[config.mk]
export PLATFORM = sky130hd
export DESIGN_NAME = rdmux_top
export DESIGN_NICKNAME = d
export VERILOG_FILES = /design/src/rtl/rdmux_pkg.sv /design/src/rtl/rdmux_token_chain.sv /design/src/rtl/rdmux_sequencer.sv /design/src/rtl/rdmux_gain_sel.sv /design/src/rtl/rdmux_top.sv
export SDC_FILE = /design/constraint.sdc
export NUM_CORES = 1
export LEC_CHECK = 0
export CORE_MARGIN = 10
export CORE_UTILIZATION = 33
export CTS_CLUSTER_DIAMETER = 60
export DETAILED_ROUTE_END_ITERATION = 7
export SYNTH_ARGS = -nofsm -noshare
export SYNTH_HDL_FRONTEND = slang
export SYNTH_SLANG_ARGS = --single-unit
[constraint.sdc]
create_clock -name clk_i -period 1.56 [get_ports clk_i]
set_clock_uncertainty 0.05 [all_clocks]
set_input_delay 0.156 -clock clk_i [delete_from_list [all_inputs] [get_ports clk_i]]
set_output_delay 0.156 -clock clk_i [all_outputs]
set_load 0.03 [all_outputs]
[src/rtl/rdmux_pkg.sv]
package rdmux_pkg;

    typedef enum logic [2:0] {
        SEQ_IDLE,
        SEQ_HOLD,
        SEQ_RESET,
        SEQ_INJECT,
        SEQ_SHIFT,
        SEQ_DONE
    } seq_state_e;

    function automatic int max_int(input int a, input int b);
        return (a > b) ? a : b;
    endfunction

endpackage

[src/rtl/rdmux_token_chain.sv]
module rdmux_token_chain #(
    parameter int NCH = 18
) (
    input  logic           clk_i,
    input  logic           rst_ni,
    input  logic           clr_i,
    input  logic           shift_i,
    input  logic           din_i,
    output logic [NCH-1:0] q_o
);

    logic [NCH-1:0] stage_d, stage_q;

    always_comb begin
        stage_d = stage_q;
        if (clr_i) begin
            stage_d = '0;
        end else if (shift_i) begin
            stage_d = {stage_q[NCH-2:0], din_i};
        end
    end

    always_ff @(posedge clk_i or negedge rst_ni) begin
        if (!rst_ni) begin
            stage_q <= '0;
        end else begin
            stage_q <= stage_d;
        end
    end

    assign q_o = stage_q;

endmodule

[src/rtl/rdmux_sequencer.sv]
module rdmux_sequencer
    import rdmux_pkg::*;
#(
    parameter int NCH      = 18,
    parameter int HOLD_DLY = 5
) (
    input  logic clk_i,
    input  logic rst_ni,
    input  logic trig_i,
    output logic hold_o,
    output logic chain_clr_o,
    output logic chain_shift_o,
    output logic chain_din_o,
    output logic done_o
);

    localparam int CNT_W = $clog2(max_int(NCH, HOLD_DLY) + 1);
    localparam logic [CNT_W-1:0] HOLD_LAST  = CNT_W'(HOLD_DLY - 1);
    localparam logic [CNT_W-1:0] SHIFT_LAST = CNT_W'(NCH - 1);

    typedef struct packed {
        seq_state_e       st;
        logic [CNT_W-1:0] cnt;
        logic             hold;
    } seq_t;

    seq_t seq_d, seq_q;

    always_comb begin
        seq_d         = seq_q;
        chain_clr_o   = 1'b0;
        chain_shift_o = 1'b0;
        chain_din_o   = 1'b0;
        done_o        = 1'b0;
        case (seq_q.st)
            SEQ_IDLE: begin
                if (trig_i) begin
                    seq_d.st  = SEQ_HOLD;
                    seq_d.cnt = '0;
                end
            end
            SEQ_HOLD: begin
                if (seq_q.cnt == HOLD_LAST) begin
                    seq_d.st   = SEQ_RESET;
                    seq_d.hold = 1'b1;
                    seq_d.cnt  = '0;
                end else begin
                    seq_d.cnt = seq_q.cnt + 1'b1;
                end
            end
            SEQ_RESET: begin
                chain_clr_o = 1'b1;
                seq_d.st    = SEQ_INJECT;
            end
            SEQ_INJECT: begin
                chain_din_o   = 1'b1;
                chain_shift_o = 1'b1;
                seq_d.st      = SEQ_SHIFT;
                seq_d.cnt     = '0;
            end
            SEQ_SHIFT: begin
                chain_shift_o = 1'b1;
                if (seq_q.cnt == SHIFT_LAST) begin
                    seq_d.st = SEQ_DONE;
                end else begin
                    seq_d.cnt = seq_q.cnt + 1'b1;
                end
            end
            SEQ_DONE: begin
                done_o     = 1'b1;
                seq_d.hold = 1'b0;
                seq_d.st   = SEQ_IDLE;
            end
            default: begin
                seq_d = '{st: SEQ_IDLE, cnt: '0, hold: 1'b0};
            end
        endcase
    end

    always_ff @(posedge clk_i or negedge rst_ni) begin
        if (!rst_ni) begin
            seq_q <= '{st: SEQ_IDLE, cnt: '0, hold: 1'b0};
        end else begin
            seq_q <= seq_d;
        end
    end

    assign hold_o = seq_q.hold;

endmodule

[src/rtl/rdmux_gain_sel.sv]
module rdmux_gain_sel #(
    parameter int NCH = 18
) (
    input  logic           gain_hi_i,
    input  logic [NCH-1:0] lo_en_i,
    input  logic [NCH-1:0] hi_en_i,
    output logic [NCH-1:0] rd_lo_o,
    output logic [NCH-1:0] rd_hi_o,
    output logic           drv_lo_o,
    output logic           drv_hi_o
);

    always_comb begin
        rd_lo_o  = gain_hi_i ? '0 : lo_en_i;
        rd_hi_o  = gain_hi_i ? hi_en_i : '0;
        drv_lo_o = !gain_hi_i && (|lo_en_i);
        drv_hi_o = gain_hi_i && (|hi_en_i);
    end

endmodule

[src/rtl/rdmux_top.sv]
module rdmux_top #(
    parameter int NCH      = 18,
    parameter int HOLD_DLY = 5
) (
    input  logic           clk_i,
    input  logic           rst_ni,
    input  logic           trig_i,
    input  logic           gain_hi_i,
    output logic           hold_o,
    output logic [NCH-1:0] rd_lo_o,
    output logic [NCH-1:0] rd_hi_o,
    output logic           drv_lo_o,
    output logic           drv_hi_o,
    output logic           sr_out_o,
    output logic           frame_done_o
);

    localparam int NPATH = 2;

    logic           chain_clr;
    logic           chain_shift;
    logic           chain_din;
    logic [NCH-1:0] chain_q [NPATH];
    logic [NCH-1:0] lo_q;
    logic [NCH-1:0] hi_q;

    rdmux_sequencer #(
        .NCH      (NCH),
        .HOLD_DLY (HOLD_DLY)
    ) i_seq (
        .clk_i         (clk_i),
        .rst_ni        (rst_ni),
        .trig_i        (trig_i),
        .hold_o        (hold_o),
        .chain_clr_o   (chain_clr),
        .chain_shift_o (chain_shift),
        .chain_din_o   (chain_din),
        .done_o        (frame_done_o)
    );

    for (genvar p = 0; p < NPATH; p++) begin : g_path
        rdmux_token_chain #(
            .NCH (NCH)
        ) i_chain (
            .clk_i   (clk_i),
            .rst_ni  (rst_ni),
            .clr_i   (chain_clr),
            .shift_i (chain_shift),
            .din_i   (chain_din),
            .q_o     (chain_q[p])
        );
    end

    assign lo_q     = chain_q[0];
    assign hi_q     = chain_q[1];
    assign sr_out_o = lo_q[NCH-1];

    rdmux_gain_sel #(
        .NCH (NCH)
    ) i_gsel (
        .gain_hi_i (gain_hi_i),
        .lo_en_i   (lo_q),
        .hi_en_i   (hi_q),
        .rd_lo_o   (rd_lo_o),
        .rd_hi_o   (rd_hi_o),
        .drv_lo_o  (drv_lo_o),
        .drv_hi_o  (drv_hi_o)
    );

endmodule

# Word-level counts from Yosys, hierarchy flattened
# Cells that the tools add are included.
# classes
n_addsub	1
multipliers	0
n_div	0
magnitude_cmp	0
eq_ne	11
n_shift	0
mux	19
bitwise	2
n_reduce_logical	13
# ops
cell	n
$mux W18	6
$reduce_or A18 Y1	2
$pmux W5 S4	1
$pmux W3 S5	1
$mux W5	2
$mux W8	1
$eq A3 B2 Y1 const B	2
$eq A3 B3 Y1 const B	2
$mux W3	2
$reduce_and A3 Y1	2
$add A5 B1 Y5 const B	1
$eq A5 B3 Y1 const B	1
$eq A5 B5 Y1 const B	1
$mux W1	5
$ne A2 B1 Y1 const B	2
$ne A2 B2 Y1 const B	2
$reduce_or A2 Y1	2
$reduce_or A4 Y1	1
$eq A3 B1 Y1 const B	1
$logic_not A3 Y1	1
$logic_and A1 B1 Y1	2
$not A1 Y1	2
$pmux W1 S2	1
$reduce_and A2 Y1	1
other kinds (2)	2
# totals
register_bits	45
latch_bits	0
ram_bits	0
rom_bits	0
input_bits	4
output_inout_bits	41
elab_cells	51
mem_count	0

# Depth between registers and ports, before layout
# logic_depth
depth_word	5
depth_mapped	6
depth_no_buf	6

# By module
# Synthesis repeated with hierarchy kept, for this count alone.
# unflattened
cells_unflattened	229
hier_area_um2	2404.8
# modules_own_cells
module	n_inst	cells_per_inst	area_each_um2	seq_area_each_um2
rdmux_token_chain	2	58	739.5	450.4
rdmux_sequencer	1	60	600.6	225.2
rdmux_gain_sel	1	53	325.3	0.0

# Worst setup path after synthesis
# OpenSTA, ideal clock, no wires.
# synth_timing
path_type	reg2reg
startpoint	reg i_seq.seq_q[1] in the netlist's numbering
endpoint	reg i_seq.seq_q[4] in the netlist's numbering
setup_time_ns	0.078
t_arrival_ns	1.561
t_required_ns	1.432
path_slack_ns	-0.129
path_stages_with_launch	6
n_path_buf	0
synth_period_minus_slack_ns	1.689
cell_sequence	dfrtp_1 > ha_1 > and4bb_4 > o21a_1 > or4_1 > a21boi_1
# synth_via
elab_chain_len	3
elab_cells_between_ends	8
classes_between	add/sub: 1; eq/ne: 3; mux: 3; reduce/logical: 1
# synth_lines
item	line	text
start: declaration	rdmux_sequencer.sv:27	seq_t seq_d, seq_q;
start signal: assignment	rdmux_sequencer.sv:82	seq_q <= '{st: SEQ_IDLE, cnt: '0, hold: 1'b0};
start signal: assignment	rdmux_sequencer.sv:84	seq_q <= seq_d;
$add A5 B1 Y5, or another cell as far along	rdmux_sequencer.sv:48, rdmux_sequencer.sv:66	
$mux W5, or another cell as far along	rdmux_sequencer.sv:63	if (seq_q.cnt == SHIFT_LAST) begin
$pmux W5 S4 or $reduce_and A3 Y1 (tied branches)	--	
# Several ways; a longest one is shown, not always the timed one. The select of a mux whose other input is x is not followed.
# A chain may end at the register's enable or synchronous reset.

==> flow_metrics.env <==
export IMPL_status="complete, but fails checks"
export IMPL_violations="negative setup slack"
export IMPL_syn_nets=159
export IMPL_final_cell_mix="76 x buf_4, 26 x dfrtp_1, 20 x and2_1, 20 x nor2b_1, 17 x a22o_1"
export IMPL_finalMaxSlewViolations=0
export IMPL_antenna_found_initial=0
export IMPL_cts_sinks=27
export IMPL_critical_path_class="flop to output pin"
export IMPL_critical_path_arrival_ps=1740
export IMPL_gp_congestion=0.770
export IMPL_rsz0062_at_grt="yes"
export IMPL_postRouteAntennaNets=0
export IMPL_syn_inst=152
export IMPL_relSlewSlack_pct=73.4
export IMPL_fin_util_pct=56.7
export IMPL_layout_setup_ws_ps=-384
export IMPL_num_rows=24
export IMPL_diodes=0
export IMPL_p_leak_nw=1.26
export IMPL_die_w_um=87.5
export IMPL_post_drt_wl_per_cell_um=15.8
export IMPL_fmax_mhz=514
export IMPL_cp_slowest_stage_delay_ps=540
export IMPL_first_pass_iters=4
export IMPL_synth_cell_types=32
export IMPL_detailed_place_hpwl_mm=3.19
export IMPL_drt_iter0_markers=54
export IMPL_p_comb_share_pct=57.0
export IMPL_start_kind="flop"
export IMPL_hp_class="input pin to asynchronous set/reset pin"
export IMPL_final_common_cell="buf_4"
export IMPL_vias_per_cell=4.93
export IMPL_setup_viol=6
export IMPL_maxCapViolations=0
export IMPL_vias=1430
export IMPL_drc=0
export IMPL_path_max_fanout=2
export IMPL_fin_crit_sh_pct=125
export IMPL_whs_ps=198
export IMPL_clockPowerShare_pct=13.3
export IMPL_ys_warn_count=0
export IMPL_synth_seq_area_share_pct=44.9
export IMPL_avgSynthCellArea_um2=9.89
export IMPL_dpl_cell_area_um2=2190
export IMPL_core_area_um2=4380
export IMPL_cp_required_ps=1350
export IMPL_gr_total_overflow=0
export IMPL_final_area_um2=2480
export IMPL_hold_viol=0
export IMPL_cp_end_kind="output pin"
export IMPL_die_h_um=87.5
export IMPL_path_cells="or4_4, nor4_4, nor2b_2, buf_6"
export IMPL_p_sw_w=0.00114
export IMPL_netlist_area_um2=1500
export IMPL_clkTransAtPathRegs_ps=100
export IMPL_swShare_pct=37.9
export IMPL_grt_max_degree=28
export IMPL_ioPinCount=45
export IMPL_fp_dieArea_um2=7660
export IMPL_grtUsageTotal_pct=11.6
export IMPL_area_delta_synth_final_pct=65.2
export IMPL_start_util_pct=34.3
export IMPL_total_power_w=0.00301
export IMPL_clock_path_buffers=2
export IMPL_intPower_w=0.00187
export IMPL_crit_slowest_cell="or4_4"
export IMPL_nNetsFinal=246
export IMPL_cellPowerDensity_nw_per_um2=1210
export IMPL_htree_levels=1
export IMPL_seq_power_share_pct=29.7
export IMPL_cts_tree="done"
export IMPL_first_global_vias=1537
export IMPL_wl_mm=4.58
export IMPL_cts_root_buf="clkbuf_8"
export IMPL_cts_buffers=3
export IMPL_worstSkewPairLatency_ps=270
export IMPL_max_slew_worst_pin_slew_ps=399
export IMPL_min_period_ps=1940
export IMPL_port_buffers=44
export IMPL_layout_drive_gt1_share_pct=50.8
export IMPL_vdd_drop_max_v=0.000450
export IMPL_dp_worst_setup_slack_ps=-188
export IMPL_ys_ff_latch=27
export IMPL_grt_pass1_wl_mm=7.34
## layer usage
metal / vias up / part of all wire, % / track usage (%)
met5: - / 0 / 0
met4: 0 / 0.28 / 1.88
met3: 2 / 7.2 / 4.68
met2: 36 / 48 / 18.7
met1: 682 / 45 / 14.5
li1: 710 / - / -
## power groups by stage
| stage | Clock (W) | Combinational, W | Sequential [W] |
|---|---|---|---|
| after floorplan | 0 | 0.000700 | 0.000900 |
| after global placement | 0 | 0.00119 | 0.000884 |
| after detailed placement | 0 | 0.00121 | 0.000898 |
| after CTS | 0.000406 | 0.00140 | 0.000885 |
| after global routing | 0.000442 | 0.00188 | 0.000909 |
| final | 0.000399 | 0.00172 | 0.000895 |
## flip-flops by register name (all words and copies together), names as in the netlist
register            count
i_seq.seq_q             8
g_path.i_chain.q_o     18
i_seq.hold_o            1
## timing repair
| action | CTS | global route |
|---|---|---|
| hold buffers | 0 | 0 |
| setup endpoints to repair | 27 | 27 |
| buffers inserted | 4 | 6 |
| gates cloned | 0 | 1 |
| resized for setup | 17 | 24 |
| pin swaps | 7 | 9 |
## worst max-delay path: cells and delay by family, from the launching register on
family | cells | cell delay [ps]
AND/OR/NAND/NOR | 3 | 930
buffers and inverters | 1 | 140
flip-flops | 1 | 390
## final timing paths
check | start | end | slack, ps | depth (start not counted)
worst max-delay path | g_path[0].i_chain.q_o[5] | drv_hi_o | -380 | 4
worst min-delay path | rst_ni | i_seq.hold_o | 200 | 2
worst max register to register | i_seq.seq_q[2] | i_seq.seq_q[4] | -220 | 6
worst min register to register | i_seq.hold_o | i_seq.hold_o | 510 | 2
max in group asynchronous | rst_ni | i_seq.seq_q[4] | 990 | 2
min in group clk_i | i_seq.hold_o | i_seq.hold_o | 510 | 2
## cell usage after synthesis
| cell | number | share of area [%] |
|---|---|---|
| dfrtp_1 | 27 | 45 |
| nor2b_1 | 23 | 9.6 |
| and2_1 | 20 | 8.3 |
| a22o_1 | 17 | 9.9 |
| nor2_1 | 8 | 2.0 |
| nand2_1 | 6 | 1.5 |
| buf_2 | 4 | 1.3 |
| clkbuf_1 | 4 | 1.0 |
| inv_1 | 4 | 1.0 |
| nor4_1 | 4 | 1.7 |
| o21ai_0 | 4 | 1.3 |
| ha_1 | 3 | 2.5 |
| nand2b_1 | 3 | 1.2 |
| nand3_1 | 3 | 1.0 |
| a21oi_1 | 2 | 0.67 |
| a31oi_1 | 2 | 0.83 |
| nor3b_1 | 2 | 1.0 |
| or4_1 | 2 | 1.0 |
| a21boi_1 | 1 | 0.50 |
| a221o_1 | 1 | 0.67 |
| a41oi_1 | 1 | 0.58 |
| and4bb_2 | 1 | 0.83 |
| and4bb_4 | 1 | 1.1 |
| buf_4 | 1 | 0.50 |
| mux2i_1 | 1 | 0.67 |
| nand4bb_1 | 1 | 0.75 |
| o21a_1 | 1 | 0.50 |
| o22a_1 | 1 | 0.58 |
| o22ai_1 | 1 | 0.42 |
| o31ai_1 | 1 | 0.50 |
| o32ai_2 | 1 | 1.1 |
| or3b_1 | 1 | 0.58 |
## cell type report
class	count	area [um2]
fillers	403	1900
multi-input cells	112	916
repair buffers	91	766
flip-flops and latches	27	677
well taps	52	65.1
clock buffers	3	41.3
inverters	4	15.0
clock inverters	1	5.00
## metrics by stage
stage,TNS [ps],cells
2_1_floorplan,-68.4,152
3_3_place_gp,-3250,275
3_5_place_dp,-3730,275
4_1_cts,-841,283
5_1_grt,-1720,290
6_report,-1170,290
## kinds of logic after synthesis
kind of cell / after synthesis / synth area share (%)
DFF: 27 / 44.9
AOI/OAI and AO/OA: 33 / 17.6
adders and majority gates: 3 / 2.50
buffers and inverters: 13 / 3.83
and+or+nand+nor: 75 / 30.5
muxes: 1 / 0.666
Power figures use the tool's default switching activity.
